## config.mk

```make
export PLATFORM = sky130hd
export DESIGN_NAME = modeset_ctrl
export DESIGN_NICKNAME = d
export VERILOG_FILES = /design/src/rtl/modeset_pkg.sv /design/src/rtl/modeset_fsm.sv /design/src/rtl/modeset_opgen.sv /design/src/rtl/modeset_ctrl.sv
export SDC_FILE = /design/constraint.sdc
export NUM_CORES = 1
export LEC_CHECK = 0
export CORE_MARGIN = 5
export CORE_UTILIZATION = 45
export DETAILED_ROUTE_END_ITERATION = 7
export GPL_TIMING_DRIVEN = 0
export PLACE_DENSITY = 0.85
export SYNTH_ARGS = -nofsm -noshare
export SYNTH_HDL_FRONTEND = slang
export SYNTH_SLANG_ARGS = --single-unit
```

## constraint.sdc

```tcl
create_clock -name clk -period 2.8 [get_ports clk]
set_input_delay 0.28 -clock clk [delete_from_list [all_inputs] [get_ports clk]]
set_output_delay 0.28 -clock clk [all_outputs]
set_load 0.03 [all_outputs]
```

## src/rtl/modeset_pkg.sv

```systemverilog
package modeset_pkg;
  typedef enum logic [3:0] {
    PH_IDLE, PH_SRST, PH_SEQ, PH_MISC, PH_UNLK, PH_CRTC, PH_LOCK,
    PH_GFX, PH_SRUN, PH_ARD, PH_PAL, PH_ATR, PH_GPOS, PH_DONE
  } phase_e;

  localparam logic [15:0] P_SEQ_IX = 16'h03C4;
  localparam logic [15:0] P_SEQ_DT = 16'h03C5;
  localparam logic [15:0] P_MISC   = 16'h03C2;
  localparam logic [15:0] P_CRT_IX = 16'h03D4;
  localparam logic [15:0] P_CRT_DT = 16'h03D5;
  localparam logic [15:0] P_GFX_IX = 16'h03CE;
  localparam logic [15:0] P_GFX_DT = 16'h03CF;
  localparam logic [15:0] P_ATR    = 16'h03C0;
  localparam logic [15:0] P_STAT   = 16'h03DA;
  localparam logic [15:0] P_GPOS_A = 16'h03CC;
  localparam logic [15:0] P_GPOS_B = 16'h03CA;

  localparam logic [7:0] PROT_REG  = 8'h11;
  localparam int         PROT_BIT  = 7;
  localparam logic [7:0] SCAN_ON   = 8'h20;
  localparam logic [7:0] SEQ_HOLD  = 8'h01;
  localparam logic [7:0] SEQ_RUN   = 8'h03;
endpackage

```

## src/rtl/modeset_fsm.sv

```systemverilog
module modeset_fsm
  import modeset_pkg::*;
#(
  parameter int N_SEQ  = 4,
  parameter int N_CRTC = 25,
  parameter int N_GFX  = 9,
  parameter int N_PAL  = 16,
  parameter int N_ATR  = 5,
  parameter int CW     = 6
) (
  input  logic          clk,
  input  logic          rst_n,
  input  logic          start,
  input  logic          pal_flag,
  output phase_e        phase,
  output logic [CW-1:0] idx,
  output logic          half,
  output logic          busy,
  output logic          done
);
  phase_e        phase_q, phase_d, follow;
  logic [CW-1:0] idx_q, idx_d, cnt_last;
  logic          half_q, half_d, pal_q, pal_d, adv;

  always_comb begin
    case (phase_q)
      PH_SEQ:  cnt_last = CW'(N_SEQ - 1);
      PH_CRTC: cnt_last = CW'(N_CRTC - 1);
      PH_GFX:  cnt_last = CW'(N_GFX - 1);
      PH_PAL:  cnt_last = CW'(N_PAL - 1);
      PH_ATR:  cnt_last = CW'(N_ATR - 1);
      default: cnt_last = '0;
    endcase
  end

  always_comb begin
    case (phase_q)
      PH_SRST: follow = PH_SEQ;
      PH_SEQ:  follow = PH_MISC;
      PH_UNLK: follow = PH_CRTC;
      PH_CRTC: follow = PH_LOCK;
      PH_LOCK: follow = PH_GFX;
      PH_GFX:  follow = PH_SRUN;
      PH_SRUN: follow = PH_ARD;
      PH_PAL:  follow = PH_ATR;
      PH_ATR:  follow = PH_GPOS;
      PH_GPOS: follow = PH_DONE;
      default: follow = PH_IDLE;
    endcase
  end

  assign adv = (phase_q != PH_IDLE) || start;

  always_comb begin
    phase_d = phase_q;
    idx_d   = idx_q;
    half_d  = half_q;
    pal_d   = pal_q;
    case (phase_q)
      PH_IDLE: begin
        phase_d = PH_SRST;
        idx_d   = '0;
        half_d  = 1'b0;
        pal_d   = pal_flag;
      end
      PH_MISC: phase_d = PH_UNLK;
      PH_ARD:  phase_d = pal_q ? PH_PAL : PH_ATR;
      PH_DONE: phase_d = PH_IDLE;
      default: begin
        if (!half_q) begin
          half_d = 1'b1;
        end else begin
          half_d = 1'b0;
          if (idx_q == cnt_last) begin
            idx_d   = '0;
            phase_d = follow;
          end else begin
            idx_d = idx_q + 1'b1;
          end
        end
      end
    endcase
  end

  always_ff @(posedge clk or negedge rst_n) begin
    if (!rst_n) begin
      phase_q <= PH_IDLE;
      idx_q   <= '0;
      half_q  <= 1'b0;
      pal_q   <= 1'b0;
    end else if (adv) begin
      phase_q <= phase_d;
      idx_q   <= idx_d;
      half_q  <= half_d;
      pal_q   <= pal_d;
    end
  end

  assign phase = phase_q;
  assign idx   = idx_q;
  assign half  = half_q;
  assign busy  = (phase_q != PH_IDLE) && (phase_q != PH_DONE);
  assign done  = (phase_q == PH_DONE);

  // once running, a sequence never drops back to idle before done
  assert_run_to_done_R10: assert property (@(posedge clk) disable iff (!rst_n)
    (busy && phase_q != PH_GPOS) |=> busy);
endmodule

```

## src/rtl/modeset_opgen.sv

```systemverilog
module modeset_opgen
  import modeset_pkg::*;
#(
  parameter int N_SEQ  = 4,
  parameter int N_CRTC = 25,
  parameter int N_GFX  = 9,
  parameter int N_PAL  = 16,
  parameter int N_ATR  = 5,
  parameter int TAW    = 6,
  parameter int CW     = 6
) (
  input  logic           clk,
  input  logic           rst_n,
  input  phase_e         phase,
  input  logic [CW-1:0]  idx,
  input  logic           half,
  input  logic [7:0]     tbl_data,
  output logic [TAW-1:0] tbl_addr,
  output logic           io_we,
  output logic           io_re,
  output logic [15:0]    io_addr,
  output logic [7:0]     io_wdata
);
  localparam int OFS_SEQ  = 1;
  localparam int OFS_MISC = OFS_SEQ + N_SEQ;
  localparam int OFS_CRTC = OFS_MISC + 1;
  localparam int OFS_GFX  = OFS_CRTC + N_CRTC;
  localparam int OFS_PAL  = OFS_GFX + N_GFX;
  localparam int OFS_ATR  = OFS_PAL + N_PAL;

  logic [7:0] ix8, unprot;
  assign ix8    = 8'(idx);
  assign unprot = tbl_data & ~(8'h01 << PROT_BIT);

  always_comb begin
    case (phase)
      PH_SEQ:           tbl_addr = TAW'(OFS_SEQ + int'(idx));
      PH_MISC:          tbl_addr = TAW'(OFS_MISC);
      PH_UNLK, PH_LOCK: tbl_addr = TAW'(OFS_CRTC + int'(PROT_REG));
      PH_CRTC:          tbl_addr = TAW'(OFS_CRTC + int'(idx));
      PH_GFX:           tbl_addr = TAW'(OFS_GFX + int'(idx));
      PH_PAL:           tbl_addr = TAW'(OFS_PAL + int'(idx));
      PH_ATR:           tbl_addr = TAW'(OFS_ATR + int'(idx));
      default:          tbl_addr = '0;
    endcase
  end

  always_comb begin
    io_we    = 1'b1;
    io_re    = 1'b0;
    io_addr  = '0;
    io_wdata = '0;
    case (phase)
      PH_SRST, PH_SRUN: begin
        io_addr  = half ? P_SEQ_DT : P_SEQ_IX;
        io_wdata = half ? ((phase == PH_SRST) ? SEQ_HOLD : SEQ_RUN) : 8'h00;
      end
      PH_SEQ: begin
        io_addr  = half ? P_SEQ_DT : P_SEQ_IX;
        io_wdata = half ? tbl_data : ix8 + 8'd1;
      end
      PH_MISC: begin
        io_addr  = P_MISC;
        io_wdata = tbl_data;
      end
      PH_UNLK, PH_LOCK: begin
        io_addr  = half ? P_CRT_DT : P_CRT_IX;
        io_wdata = !half ? PROT_REG : ((phase == PH_UNLK) ? unprot : tbl_data);
      end
      PH_CRTC: begin
        io_addr  = half ? P_CRT_DT : P_CRT_IX;
        io_wdata = !half ? ix8 : ((ix8 == PROT_REG) ? unprot : tbl_data);
      end
      PH_GFX: begin
        io_addr  = half ? P_GFX_DT : P_GFX_IX;
        io_wdata = half ? tbl_data : ix8;
      end
      PH_ARD: begin
        io_we   = 1'b0;
        io_re   = 1'b1;
        io_addr = P_STAT;
      end
      PH_PAL, PH_ATR: begin
        io_addr  = P_ATR;
        io_wdata = half ? tbl_data
                 : (SCAN_ON | ((phase == PH_ATR) ? ix8 + 8'(N_PAL) : ix8));
      end
      PH_GPOS: begin
        io_addr  = half ? P_GPOS_B : P_GPOS_A;
        io_wdata = half ? 8'h01 : 8'h00;
      end
      default: io_we = 1'b0;
    endcase
  end

  // every attribute index write keeps display scan enabled
  assert_attr_scan_R6: assert property (@(posedge clk) disable iff (!rst_n)
    (io_we && io_addr == P_ATR && !half) |-> io_wdata[5]);
  // protect bit stays clear while the main CRT loop writes register 0x11
  assert_crtc_unlocked_R4: assert property (@(posedge clk) disable iff (!rst_n)
    (io_we && io_addr == P_CRT_DT && phase == PH_CRTC && ix8 == PROT_REG)
      |-> !io_wdata[PROT_BIT]);
endmodule

```

## src/rtl/modeset_ctrl.sv

```systemverilog
module modeset_ctrl
  import modeset_pkg::*;
#(
  parameter int N_SEQ  = 4,
  parameter int N_CRTC = 25,
  parameter int N_GFX  = 9,
  parameter int N_PAL  = 16,
  parameter int N_ATR  = 5,
  parameter int TAW    = 6
) (
  input  logic           clk,
  input  logic           rst_n,
  input  logic           start,
  output logic           busy,
  output logic           done,
  output logic [TAW-1:0] tbl_addr,
  input  logic [7:0]     tbl_data,
  output logic           io_we,
  output logic           io_re,
  output logic [15:0]    io_addr,
  output logic [7:0]     io_wdata
);
  localparam int CW = $clog2(N_CRTC + N_PAL + 1);

  logic          rst_meta, rst_s;
  phase_e        phase;
  logic [CW-1:0] idx;
  logic          half;

  always_ff @(posedge clk or negedge rst_n) begin
    if (!rst_n) begin
      rst_meta <= 1'b0;
      rst_s    <= 1'b0;
    end else begin
      rst_meta <= 1'b1;
      rst_s    <= rst_meta;
    end
  end

  modeset_fsm #(
    .N_SEQ(N_SEQ), .N_CRTC(N_CRTC), .N_GFX(N_GFX),
    .N_PAL(N_PAL), .N_ATR(N_ATR), .CW(CW)
  ) u_fsm (
    .clk(clk), .rst_n(rst_s), .start(start), .pal_flag(tbl_data[0]),
    .phase(phase), .idx(idx), .half(half), .busy(busy), .done(done)
  );

  modeset_opgen #(
    .N_SEQ(N_SEQ), .N_CRTC(N_CRTC), .N_GFX(N_GFX),
    .N_PAL(N_PAL), .N_ATR(N_ATR), .TAW(TAW), .CW(CW)
  ) u_opgen (
    .clk(clk), .rst_n(rst_s), .phase(phase), .idx(idx), .half(half),
    .tbl_data(tbl_data), .tbl_addr(tbl_addr), .io_we(io_we), .io_re(io_re),
    .io_addr(io_addr), .io_wdata(io_wdata)
  );

  assert_one_access_R11: assert property (@(posedge clk) disable iff (!rst_s)
    !(io_we && io_re));
  assert_access_in_busy_R11: assert property (@(posedge clk) disable iff (!rst_s)
    (io_we || io_re) |-> busy);
  assert_done_single_R9: assert property (@(posedge clk) disable iff (!rst_s)
    done |=> !done);
  assert_done_not_busy_R9: assert property (@(posedge clk) disable iff (!rst_s)
    done |-> !busy);
  assert_busy_ends_done_R9: assert property (@(posedge clk) disable iff (!rst_s)
    $fell(busy) |-> done);
endmodule

```

Yosys cells after proc, flatten, opt, wreduce, memory -nomap -nowiden

Memories as Yosys holds them, arrays and structs flattened.
Index checks and enable logic that the tools add are counted.

Add/sub/neg operators: 8
Equal/unequal tests: 16
Multiplexer cells: 30
Bitwise gates (word level): 1
Reductions and logical operators: 18

Operator list:

| operator            | count |
|---|---|
| $pmux 16 s7         | 1 |
| $mux 8              | 9 |
| $pmux 8 s8          | 1 |
| $pmux 6 s7          | 1 |
| $pmux 5 s5          | 1 |
| $eq 4x4->1 const B  | 6 |
| $eq 4x3->1 const B  | 4 |
| $pmux 4 s4          | 1 |
| $add 6x6->6 const A | 2 |
| $mux 6              | 2 |
| $pmux 6 s2          | 1 |
| $reduce_or 11->1    | 1 |
| $reduce_bool 5->1   | 2 |
| $reduce_or 3->1     | 3 |
| $eq 4x2->1 const B  | 2 |
| $mux 1              | 8 |
| $mux 4              | 2 |
| $add 6x1->7 const B | 1 |
| $add 6x5->7 const B | 1 |
| $add 1x6->6 const A | 1 |
| $add 3x6->6 const A | 1 |
| $add 5x6->6 const A | 1 |
| $add 6x1->6 const B | 1 |
| $eq 6x5->1          | 1 |
| 15 further kinds    | 19 |

Register bits after elaboration: 14
Memory bits (read-only): 64
Bits of input ports: 11
Word-level logic and storage cells: 80
Memories: 1

Memories:

| name             | words | width | read ports | clocked after Yosys merged registers in | wr ports | line              | source |
|---|---|---|---|---|---|---|---|
| (name not given) | 16    | 4     | 1          | 0                                       | 0        | modeset_fsm.sv:37 | `case (phase_q)` |

Longest topological paths before layout

Gate-level depths: netlist of run 1.

Depth in word-level cells: 6
Depth in mapped cells: 11
Gate-level depth less buffers: 10

Hierarchy

From an unflattened synthesis of run 1, not the netlist that was laid out.

Cell total of the unflattened synthesis: 302
Area, all modules: 2,199.6 sq um

Modules (own cells, without submodules):

| module        | times used | cells each | area an instance (sq um) | sequential area each (sq um) |
|---|---|---|---|---|
| modeset_opgen | 1          | 193        | 1,203.7                  | 0.0 |
| modeset_fsm   | 1          | 106        | 942.2                    | 300.3 |
| modeset_ctrl  | 1          | 3          | 53.8                     | 50.0 |

Worst setup path before layout of run 1

No wires, ideal clock.

Kind: register to output
Start point: register u_fsm.phase_q[0], in the netlist u_fsm.phase[0]
End point: output io_addr[7]
Arrival: 2,307 ps
Required time: 2,520 ps
Slack: 213 ps
Cell stages (with the launch flop): 9
Buffers on the path: 2
Cell sequence: dfrtp_1 -> inv_1 -> ha_1 -> buf_2 -> o21ai_2 -> inv_1 -> or3_1 -> nand2b_1 -> buf_4

Cells in the longest elaborated chain, start to end: 3

Ends and longest elaborated chain:

| element                                                      | line                | source |
|---|---|---|
| start: declaration                                           | modeset_fsm.sv:21   | `phase_e phase_q, phase_d, follow;` |
| start signal: assignment                                     | modeset_fsm.sv:92   | `phase_q <= phase_d;` |
| $eq 4x3->1 (tied with other cells)                           | modeset_opgen.sv:53 | `case (phase)` |
| $reduce_or 3->1 (no line) or $reduce_or 2->1 (tied branches) | --                  |  |
| $pmux 16 s7 (*)                                              | modeset_opgen.sv:53 |  |
| end: declaration                                             | modeset_ctrl.sv:20  | `output logic [15:0] io_addr,` |

Mark *: on every way between the ends. The rest lies on a longest branch, timed or not.

Worst setup path after layout of run 1

Start point: register u_fsm.phase_q[0], in the netlist u_fsm.phase[0]
End point: output io_addr[4]

The elaborated chain is that of the path after synthesis.

==> results.py, run 1 <==
metrics = {
    "layout": {
        "most-common-layout-cells": "32 x nand2_1, 28 x nor2_1, 20 x a21oi_1",
        "fin_util_pct": 59.6,
        "multiInputGateArea_um2": 1380,
        "area_growth_pct": 28.1,
        "seq_area_um2": 352,
        "nNetsFinal": 341,
        "layout_commonest_cell": "nand2_1",
        "layout-drive-gt1-share_pct": 17.5,
        "stdcell_area_um2": 2380,
        "diodes": 0,
        "fill_cells": 425,
        "final_cells": 365,
    },
    "setup_path": {
        "start_kind": "flop",
        "path_cells": "inv_1 -> ha_2 -> clkbuf_2 -> o21ai_1 -> nand3_1 -> clkdlybuf4s50_1",
        "slowest_stage": "clkdlybuf4s50_1",
        "cp_max_fo": 10,
        "critical_path_arrival_ns": 2.37,
        "crit_type": "flop to primary output",
        "max_stage_delay_ns": 0.68,
        "worstSetupEndpointType": "primary output",
        "crit_required_ns": 2.52,
    },
    "cts": {
        "numCtsBuffers": 3,
        "clk_latency_ns": 0.24,
        "cts_tree": "built",
        "htreeDepth": 1,
        "cts_root_buf": "clkbuf_8",
        "cts_max_path_buffers": 2,
        "clk_pin_slew_ns": 0.05,
        "clock-sinks": 14,
    },
    "place": {
        "port_buffers": 37,
        "postPlaceCellArea_um2": 2320,
        "dpl.cell_count": 360,
        "place_hpwl_um": 4530,
        "gp_congestion": 0.967,
    },
    "route": {
        "drt_iter0_drc": 209,
        "wl_per_cell_um": 15.7,
        "routed-via-count": 2140,
        "drc_errors": 0,
        "ant_nets": 0,
        "first_pass_iters": 5,
        "wirelength_um": 5720,
        "post_drt_via_cell_ratio": 5.86,
    },
    "power": {
        "power_density_nw_per_um2": 180,
        "ir_worst_vdd_v": 0.000247,
        "leakage_nw": 1.13,
    },
    "outcome": {
        "status": "finished, final reports clean",
    },
    "global_route": {
        "grtUsageMet2_pct": 33.2,
        "use_met3_pct": 1.62,
        "track_usage_pct": 21.2,
        "antenna_found_initial": 0,
        "globalRouteMet1Util_pct": 30.8,
        "grt_max_degree": 13,
        "grt_pass1_wl_um": 9250,
        "grt_busiest_layer": "met2",
        "grt_overflow": 0,
        "first_global_vias": 1862,
    },
    "yosys": {
        "seq_area_frac_synth_pct": 18.8,
        "syn_area_um2": 1860,
        "ys.flop_type": "dfrtp_1",
        "synthArstFlopShare_pct": 100,
        "synth_edf_count": 0,
        "synth.avg_cell_area_um2": 6.97,
        "synth-seq-cells": 14,
        "yosysUniqueCellTypes": 49,
        "yosysWarnings": 0,
        "syn_inst": 267,
    },
    "sta": {
        "period_share_pct": 94.5,
        "final_max_slew_viol_count": 0,
        "finalSetupViolations": 0,
        "fin_worst_skew_ns": 0.00328,
        "hold_violations": 0,
        "fmax_mhz": 378,
        "grt_setup_unrepaired": "false",
        "fin_crit_ns": 2.65,
    },
    "floorplanning": {
        "core_um2": 4000,
        "core.rowCount": 23,
        "ioPinCount": 45,
        "start_util_pct": 46.5,
        "dieArea_um2": 5520,
        "die_h_um": 74.3,
        "die_w_um": 74.3,
    },
    "min_path": {
        "hp-class": "flop to asynchronous set/reset pin",
    },
    "run": {
        "drv_cap": 0,
    },
}
[final cells by class]
| cell class | count | area share [%] |
|---|---|---|
| plain buffers | 25 | 6.09 |
| inverters | 16 | 2.52 |
| repair buffers | 38 | 13.9 |
| multi-input cells | 218 | 57.9 |
| well taps | 50 | 2.62 |
| clock buffers | 4 | 2.31 |
| flip-flops and latches | 14 | 14.7 |
[per-stage QoR]
stage | setup TNS (ns) | total power, mW | setup slack [ns] | hold WS (ns)
3_5_place_dp | -2.06 | 0.247 | -0.232 | 0.192
2_1_floorplan | 0 | 0.231 | 0.213 | -0.0156
6_report | 0 | 0.430 | 0.153 | 0.176
4_1_cts | -0.0414 | 0.439 | -0.0229 | 0.193
3_3_place_gp | -1.77 | 0.247 | -0.242 | 0.185
5_1_grt | 0 | 0.450 | 0.0236 | 0.191
[worst max-delay path: cells and delay by family (launching register included)]
family / cells / cell delay (ns)
AO/OA/AOI/OAI: 1 / 0.18
adder cells (fa/ha/maj): 1 / 0.29
buffers and inverters: 3 / 1.10
flip-flops: 1 / 0.42
AND/OR/NAND/NOR: 1 / 0.13
[power breakdown]
group,leakage (nW),switching (mW),total [mW],internal [mW]
registers,0.155,0.00309,0.207,0.204
logic,0.951,0.0176,0.0370,0.0195
clock network,0.0288,0.0618,0.186,0.124
[cells by family after synthesis]
logic type / share of synthesized area [%]
other: 0.403
flip-flops: 18.8
buffers and inverters: 10.8
XOR/XNOR: 1.88
AO/OA/AOI/OAI: 30.6
multiplexers: 2.82
adder cells (fa/ha/maj): 9.81
AND/OR/NAND/NOR: 24.9
[flip-flops by register name, indices dropped and copies added, names as in the netlist]
signal / cells
rst_s: 1
u_fsm.half: 1
rst_meta: 1
u_fsm.idx: 6
u_fsm.pal_q: 1
u_fsm.phase: 4
[metal layers]
metal  up-vias  wire [µm]
met5         -          0
li1       1029          -
met4         0        124
met3        14        687
met1       961       2410
met2       136       2500
[synthesized netlist by cell type, types with 4 or more instances]
library cell	number	area [µm²]
ha_1	13	163
o21ai_0	14	70.1
dfrtp_1	14	350
nand2b_1	7	43.8
o22ai_1	7	43.8
buf_2	5	25.0
nand3_1	11	55.1
a22oi_1	4	30.0
a21oi_1	21	105
clkbuf_1	9	33.8
inv_1	15	56.3
o21ai_1	4	20.0
nor3_1	4	20.0
buf_4	11	82.6
nand2_1	32	120
xnor2_1	4	35.0
nor2_1	31	116
[path summary, 6_finish.rpt]
check / startpoint / endpoint / slack (ns) / depth (start not counted)
max in group asynchronous: rst_s / u_fsm.idx[1] / 2.29 / 0
worst max-delay path: u_fsm.phase[0] / io_addr[4] / 0.15 / 6
worst max register to register: u_fsm.phase[0] / u_fsm.idx[2] / 0.30 / 11
worst min-delay path: rst_s / u_fsm.phase[0] / 0.18 / 0
worst min register to register: rst_s / u_fsm.phase[0] / 0.18 / 0
min in group clk: rst_meta / rst_s / 0.35 / 0
[timing repair]
action | 4_1_cts | 5_1_grt
setup buffers | 0 | 1
endpoints found under the setup margin | 23 | 19
pin swaps | 0 | 1
resized for setup | 33 | 33
hold buffers | 0 | 0
endpoints found under the hold margin | 0 | 0
Note: power is estimated with default switching activity, not from simulation.
==> run 2, diff against run 1 <==
- HOLD_SLACK_MARGIN: default -> 0.06
==> results of run 2 <==
No change in the layout: final DEF, timing and power equal those of run 1.
